**config.mk**
```make
export PLATFORM = sky130hd
export DESIGN_NAME = seg_rule_eval
export DESIGN_NICKNAME = d
export VERILOG_FILES = /design/src/rtl/seg_chk_pkg.sv /design/src/rtl/seg_rule_eval.sv
export SDC_FILE = /design/constraint.sdc
export NUM_CORES = 1
export LEC_CHECK = 0
export BUFFER_PORTS_ARGS = -buffer_cell sky130_fd_sc_hd__buf_2
export CORE_AREA = 2 2 39 41
export DETAILED_ROUTE_END_ITERATION = 6
export DIE_AREA = 0 0 41 43
export PLACE_DENSITY = 0.48
export SYNTH_ARGS = -nofsm -noshare
export SYNTH_HDL_FRONTEND = slang
export SYNTH_SLANG_ARGS = --single-unit
```
**constraint.sdc**
```tcl
create_clock -name vclk -period 2.77
set_clock_uncertainty 0.1 [all_clocks]
set_input_delay 0.554 -clock vclk [all_inputs]
set_output_delay 0.554 -clock vclk [all_outputs]
set_load 0.05 [all_outputs]
```
**src/rtl/seg_chk_pkg.sv**
```systemverilog
`timescale 1ns/1ps
package seg_chk_pkg;
    localparam int PL_W  = 2;
    localparam int TGT_W = 3;

    localparam logic [TGT_W-1:0] TGT_LAST_DATA = 3'd3;
    localparam logic [TGT_W-1:0] TGT_STACK     = 3'd4;

    typedef enum logic [2:0] {
        ST_IDLE,
        ST_TYPE,
        ST_PRIV,
        ST_PRES,
        ST_REPORT
    } chk_state_e;

    typedef enum logic [1:0] {
        VRD_GRANT,
        VRD_GP,
        VRD_STACK,
        VRD_NOTP
    } verdict_e;
endpackage

```
**src/rtl/seg_rule_eval.sv**
```systemverilog
`timescale 1ns/1ps
module seg_rule_eval
    import seg_chk_pkg::*;
#(
    parameter bit CONF_EXEMPT = 1'b1
) (
    input  logic [TGT_W-1:0] tgt_i,
    input  logic [PL_W-1:0]  cpl_i,
    input  logic [PL_W-1:0]  rpl_i,
    input  logic [PL_W-1:0]  dpl_i,
    input  logic             is_data_i,
    input  logic             is_code_i,
    input  logic             conforming_i,
    input  logic             readable_i,
    input  logic             writable_i,
    output logic             tgt_data_o,
    output logic             tgt_stack_o,
    output logic             type_ok_o,
    output logic             priv_ok_o
);
    logic [PL_W-1:0] epl;
    logic            data_priv_ok;
    logic            stack_priv_ok;
    logic            skip_data_priv;

    always_comb begin
        tgt_data_o  = (tgt_i <= TGT_LAST_DATA);
        tgt_stack_o = (tgt_i == TGT_STACK);
        epl         = (cpl_i > rpl_i) ? cpl_i : rpl_i;
    end

    generate
        if (CONF_EXEMPT) begin : g_conf_exempt
            always_comb skip_data_priv = conforming_i && readable_i;
        end else begin : g_conf_checked
            always_comb skip_data_priv = 1'b0;
        end
    endgenerate

    always_comb begin
        data_priv_ok  = skip_data_priv || (dpl_i >= epl);
        stack_priv_ok = (rpl_i == cpl_i) && (dpl_i == cpl_i);

        if (tgt_data_o)
            type_ok_o = is_data_i || (is_code_i && readable_i);
        else if (tgt_stack_o)
            type_ok_o = writable_i;
        else
            type_ok_o = 1'b0;

        if (tgt_stack_o)
            priv_ok_o = stack_priv_ok;
        else
            priv_ok_o = data_priv_ok;
    end
endmodule

```
; ---- Yosys cells after proc, flatten, opt, wreduce, memory -nomap -nowiden
; Cells that the tools add are included.
[word_totals]
input_bits = 14
regBits = 0
romBits = 0
ram_bits = 0
latchBits = 0
n_memories = 0
[classes]
n_eq_ne = 3
n_div = 0
mux = 4
magnitude_cmp = 3
n_mul = 0
shift = 0
reduce_logical = 5
addsub = 0
bitwise_logic = 0
[op_table]
columns = cell, n
row1 = $eq A2 B2 Y1, 2
row2 = $eq A3 B3 Y1 const B, 1
row3 = $le A3 B2 Y1 const B, 1
row4 = $logic_and A1 B1 Y1, 3
row5 = $mux W1, 3
row6 = $ge A2 B2 Y1, 1
row7 = $gt A2 B2 Y1, 1
row8 = $logic_or A1 B1 Y1, 2
row9 = $mux W2, 1

; ---- Longest topological paths before layout
[depth]
ltp_word = 5
mapped_depth = 9
mapped_depth_nobuf = 9

; ---- Worst setup path before layout
; No wires, ideal clock.
[synth_path]
path_kind = input port to output port
startpoint = input port cpl_i[1]
endpoint = output port priv_ok_o
path_stages = 9
arrival_time_ps = 2715
path_slack_ps = -599
path_buffers = 0
cell_sequence = inv_1 > ha_1 > nand2b_1 > a21oi_1 > a31oi_1 > ha_1 > nand2b_1 > a221oi_1 > o21ai_0
[synth_via]
elab_chain_len = 5
[synth_rtl]
columns = item, line_no
row1 = from (decl), seg_rule_eval.sv:8  ; input logic [PL_W-1:0] cpl_i,
row2 = $gt A2 B2 Y1, seg_rule_eval.sv:29  ; epl = (cpl_i > rpl_i) ? cpl_i : rpl_i;
row3 = $mux W2, seg_rule_eval.sv:29
row4 = $ge A2 B2 Y1, seg_rule_eval.sv:41  ; data_priv_ok = skip_data_priv || (dpl_i >= epl);
row5 = $logic_or A1 B1 Y1, seg_rule_eval.sv:41
row6 = $mux W1 (*), seg_rule_eval.sv:51  ; if (tgt_stack_o)
row7 = to (decl), seg_rule_eval.sv:19  ; output logic priv_ok_o
; Mark *: on every way between the ends. The rest lies on a longest branch, timed or not.

; ---- Worst setup path after layout
; Same ends and word-level chain as after synthesis.

==> metrics.md <==
| Metric | Value |
|---|---|
| Number of global-route vias before repair | 226 |
| Gr usage total | 5.89% |
| Avg Inst Size Synth | 7.72 um^2 |
| Largest net degree at the start of global routing | 5 |
| Row Count | 14 |
| Arrival time of the worst setup path | 2.12 ns |
| Final Setup Violations | 1 |
| Max rail drop VDD | 0.0699 mV |
| Crit-path cells | buf_8 > buf_6 > ha_4 > o21bai_4 > a21oi_2 > a31oi_1 > ha_1 > nand2b_4 > a221oi_2 > o21ai_2 > buf_6 |
| Worst hold margin | 1.34 ns |
| Post-route ant nets | 0 |
| Tmin final | 2.78 ns |
| Routed length on met1 | 163 um |
| Register Area | 0 um^2 |
| Post-synth cell types | 12 |
| Pleak | 0.215 nW |
| Layout cells sized above 1 | 76.6% |
| GR Overflow Total | 0 |
| Failing checks | setup timing |
| ANT cells | 0 |
| Delay-heaviest family, CP | compound AO/OA/AOI/OAI gates |
| Met3 WL | 58 um |
| Slowest stage delay, CP | 0.27 ns |
| Fin crit share | 100% |
| WP data required | 2.12 ns |
| Clock Buffer Count | 0 |
| Cell count after synthesis | 24 |
| Yosys warning count | 0 |
| DRC | 0 |
| Worst setup path class | in2out |
| Post-Layout Cell Count | 63 |
| Slowest-stage cell, CP | ha_1 |
| Unrepaired setup endpoints after global routing | true |
| Status | complete, but fails checks |
| Starting density of the core | 13.4% |
| Max Fclk | 360 MHz |
| Placed insts | 62 |
| Die Span X | 41 um |
| Starting DRT DRC Count | 1 |
| Worst slew margin | 83.6% |
| Top sig layer | met3 |
| Vias | 262 |
| WP buf/inv | 3 |
| CP endpoint kind | output port |
| Die area | 1760 um^2 |
| Final WL | 519 um |
| Area of placed instances | 335 um^2 |
| Design area | 445 um^2 |
| GP Congestion | 0.642 |
| Die height | 43 um |
| Post-Place Worst Slack | -0.222 ns |
| Core ar. | 1380 um^2 |
| Layout net count | 68 |
| Post-Route Utilization | 32.2% |
| Hold WC Path Type | in2out |
| Max Slew Vio Count | 0 |
| First-pass GRT wire length | 779 um |
| Startpoint types | primary input |
| # Max-Cap Violations | 0 |
| Area Overhead vs Synth | 141% |
| Top cell by count, worst path | buf_6 |
| DRT Pass-1 Iters | 2 |
| Pwr Density | 204 nW/um^2 |
| Final Hold Viols | 0 |
| Worst-path fanout max | 2 |
| Layout fillers | 146 |
| Seq/Total Area, Yosys | 0% |
| Hpwl dp | 439 um |
| WL/cell | 8.24 um |
| Port bufs | 18 |
| Cts hold-fix bufs | 0 |
| FF+latch count | 0 |
| Initial antenna violation count | 0 |
| PnR worst setup slack | -0.00699 ns |
| I/O Pins | 18 |
| Avg Vias per Cell | 4.16 |
| Post-Synthesis Net Count | 43 |
| Area of the mapped netlist | 185 um^2 |
| Met2 wire len | 297 um |
| Worst-margin pin slew | 0.248 ns |
==> tightest hold or removal path, stage by stage <==
cell and delay (ns):
buf_2 0.10, inv_1 0.03, buf_2 0.20
==> through the flow <==
| stage | TNS (ns) | power, mW |
|---|---|---|
| 5_1_grt | -0.0804 | 0.0983 |
| 3_5_place_dp | -0.222 | 0.0651 |
| 3_3_place_gp | -0.208 | 0.0647 |
| 4_1_cts | -0.0463 | 0.0866 |
| 2_1_floorplan | 0 | 0.0404 |
| 6_report | -0.00699 | 0.0908 |
==> repair_timing <==
item                                    CTS  global route
pin swaps                                 6             3
endpoints found under the setup margin    1             1
gates resized for setup                  15             5
buffers inserted                          1             0
==> report_power, final <==
part	internal [mW]	switching, mW	total [mW]	leakage [nW]
sequential	0	0	0	0
combinational	0.0463	0.0445	0.0908	0.215
clock	0	0	0	0
==> placed cells by master (no fill, tap or decap), drive strengths merged <==
cell / instances
o21bai: 1
nand2: 1
a221oi: 1
inv: 5
buf: 23
xnor2: 2
ha: 5
o21ai: 2
nor3b: 1
a21oi: 2
nand2b: 2
a31oi: 1
nand4b: 1
==> layout make-up <==
class	count	area [um^2]	share of cell area, %
tap	16	20.0	4.49
timing repair buffer	23	158	35.4
inverter	5	23.8	5.34
multi-input combinational	19	244	54.8
==> logic make-up (layout without fill, tap and decap cells) <==
group | Yosys count | count (layout) | synth area share (%)
AO/OA/AOI/OAI | 7 | 7 | 23.0
XOR/XNOR | 2 | 2 | 9.46
buffers and inverters | 5 | 28 | 10.1
AND/OR/NAND/NOR | 5 | 5 | 23.6
adder cells (fa/ha/maj) | 5 | 5 | 33.8
==> metal layers <==
| metal | vias up | global-route usage (%) |
|---|---|---|
| met5 | - | 0 |
| met1 | 118 | 6.01 |
| met4 | 0 | 0 |
| met3 | 0 | 0 |
| met2 | 13 | 12.5 |
| li1 | 131 | - |
==> worst paths after layout <==
| check | from | endpoint | slack, ns | cells past startpoint |
|---|---|---|---|---|
| worst max-delay path | cpl_i[1] | priv_ok_o | -0.007 | 11 |
| worst min-delay path | tgt_i[2] | tgt_data_o | 1.34 | 3 |
==> Yosys cell counts <==
master | instances | area [um^2]
a21oi_1 | 2 | 10.0
a221oi_1 | 1 | 8.76
a31oi_1 | 1 | 6.26
ha_1 | 5 | 62.6
inv_1 | 5 | 18.8
nand2_1 | 1 | 3.75
nand2b_1 | 2 | 12.5
nand4b_1 | 1 | 8.76
nor3b_4 | 1 | 18.8
o21ai_0 | 2 | 10.0
o21bai_1 | 1 | 7.51
xnor2_1 | 2 | 17.5
No activity file was read; power rests on OpenSTA's default activity.
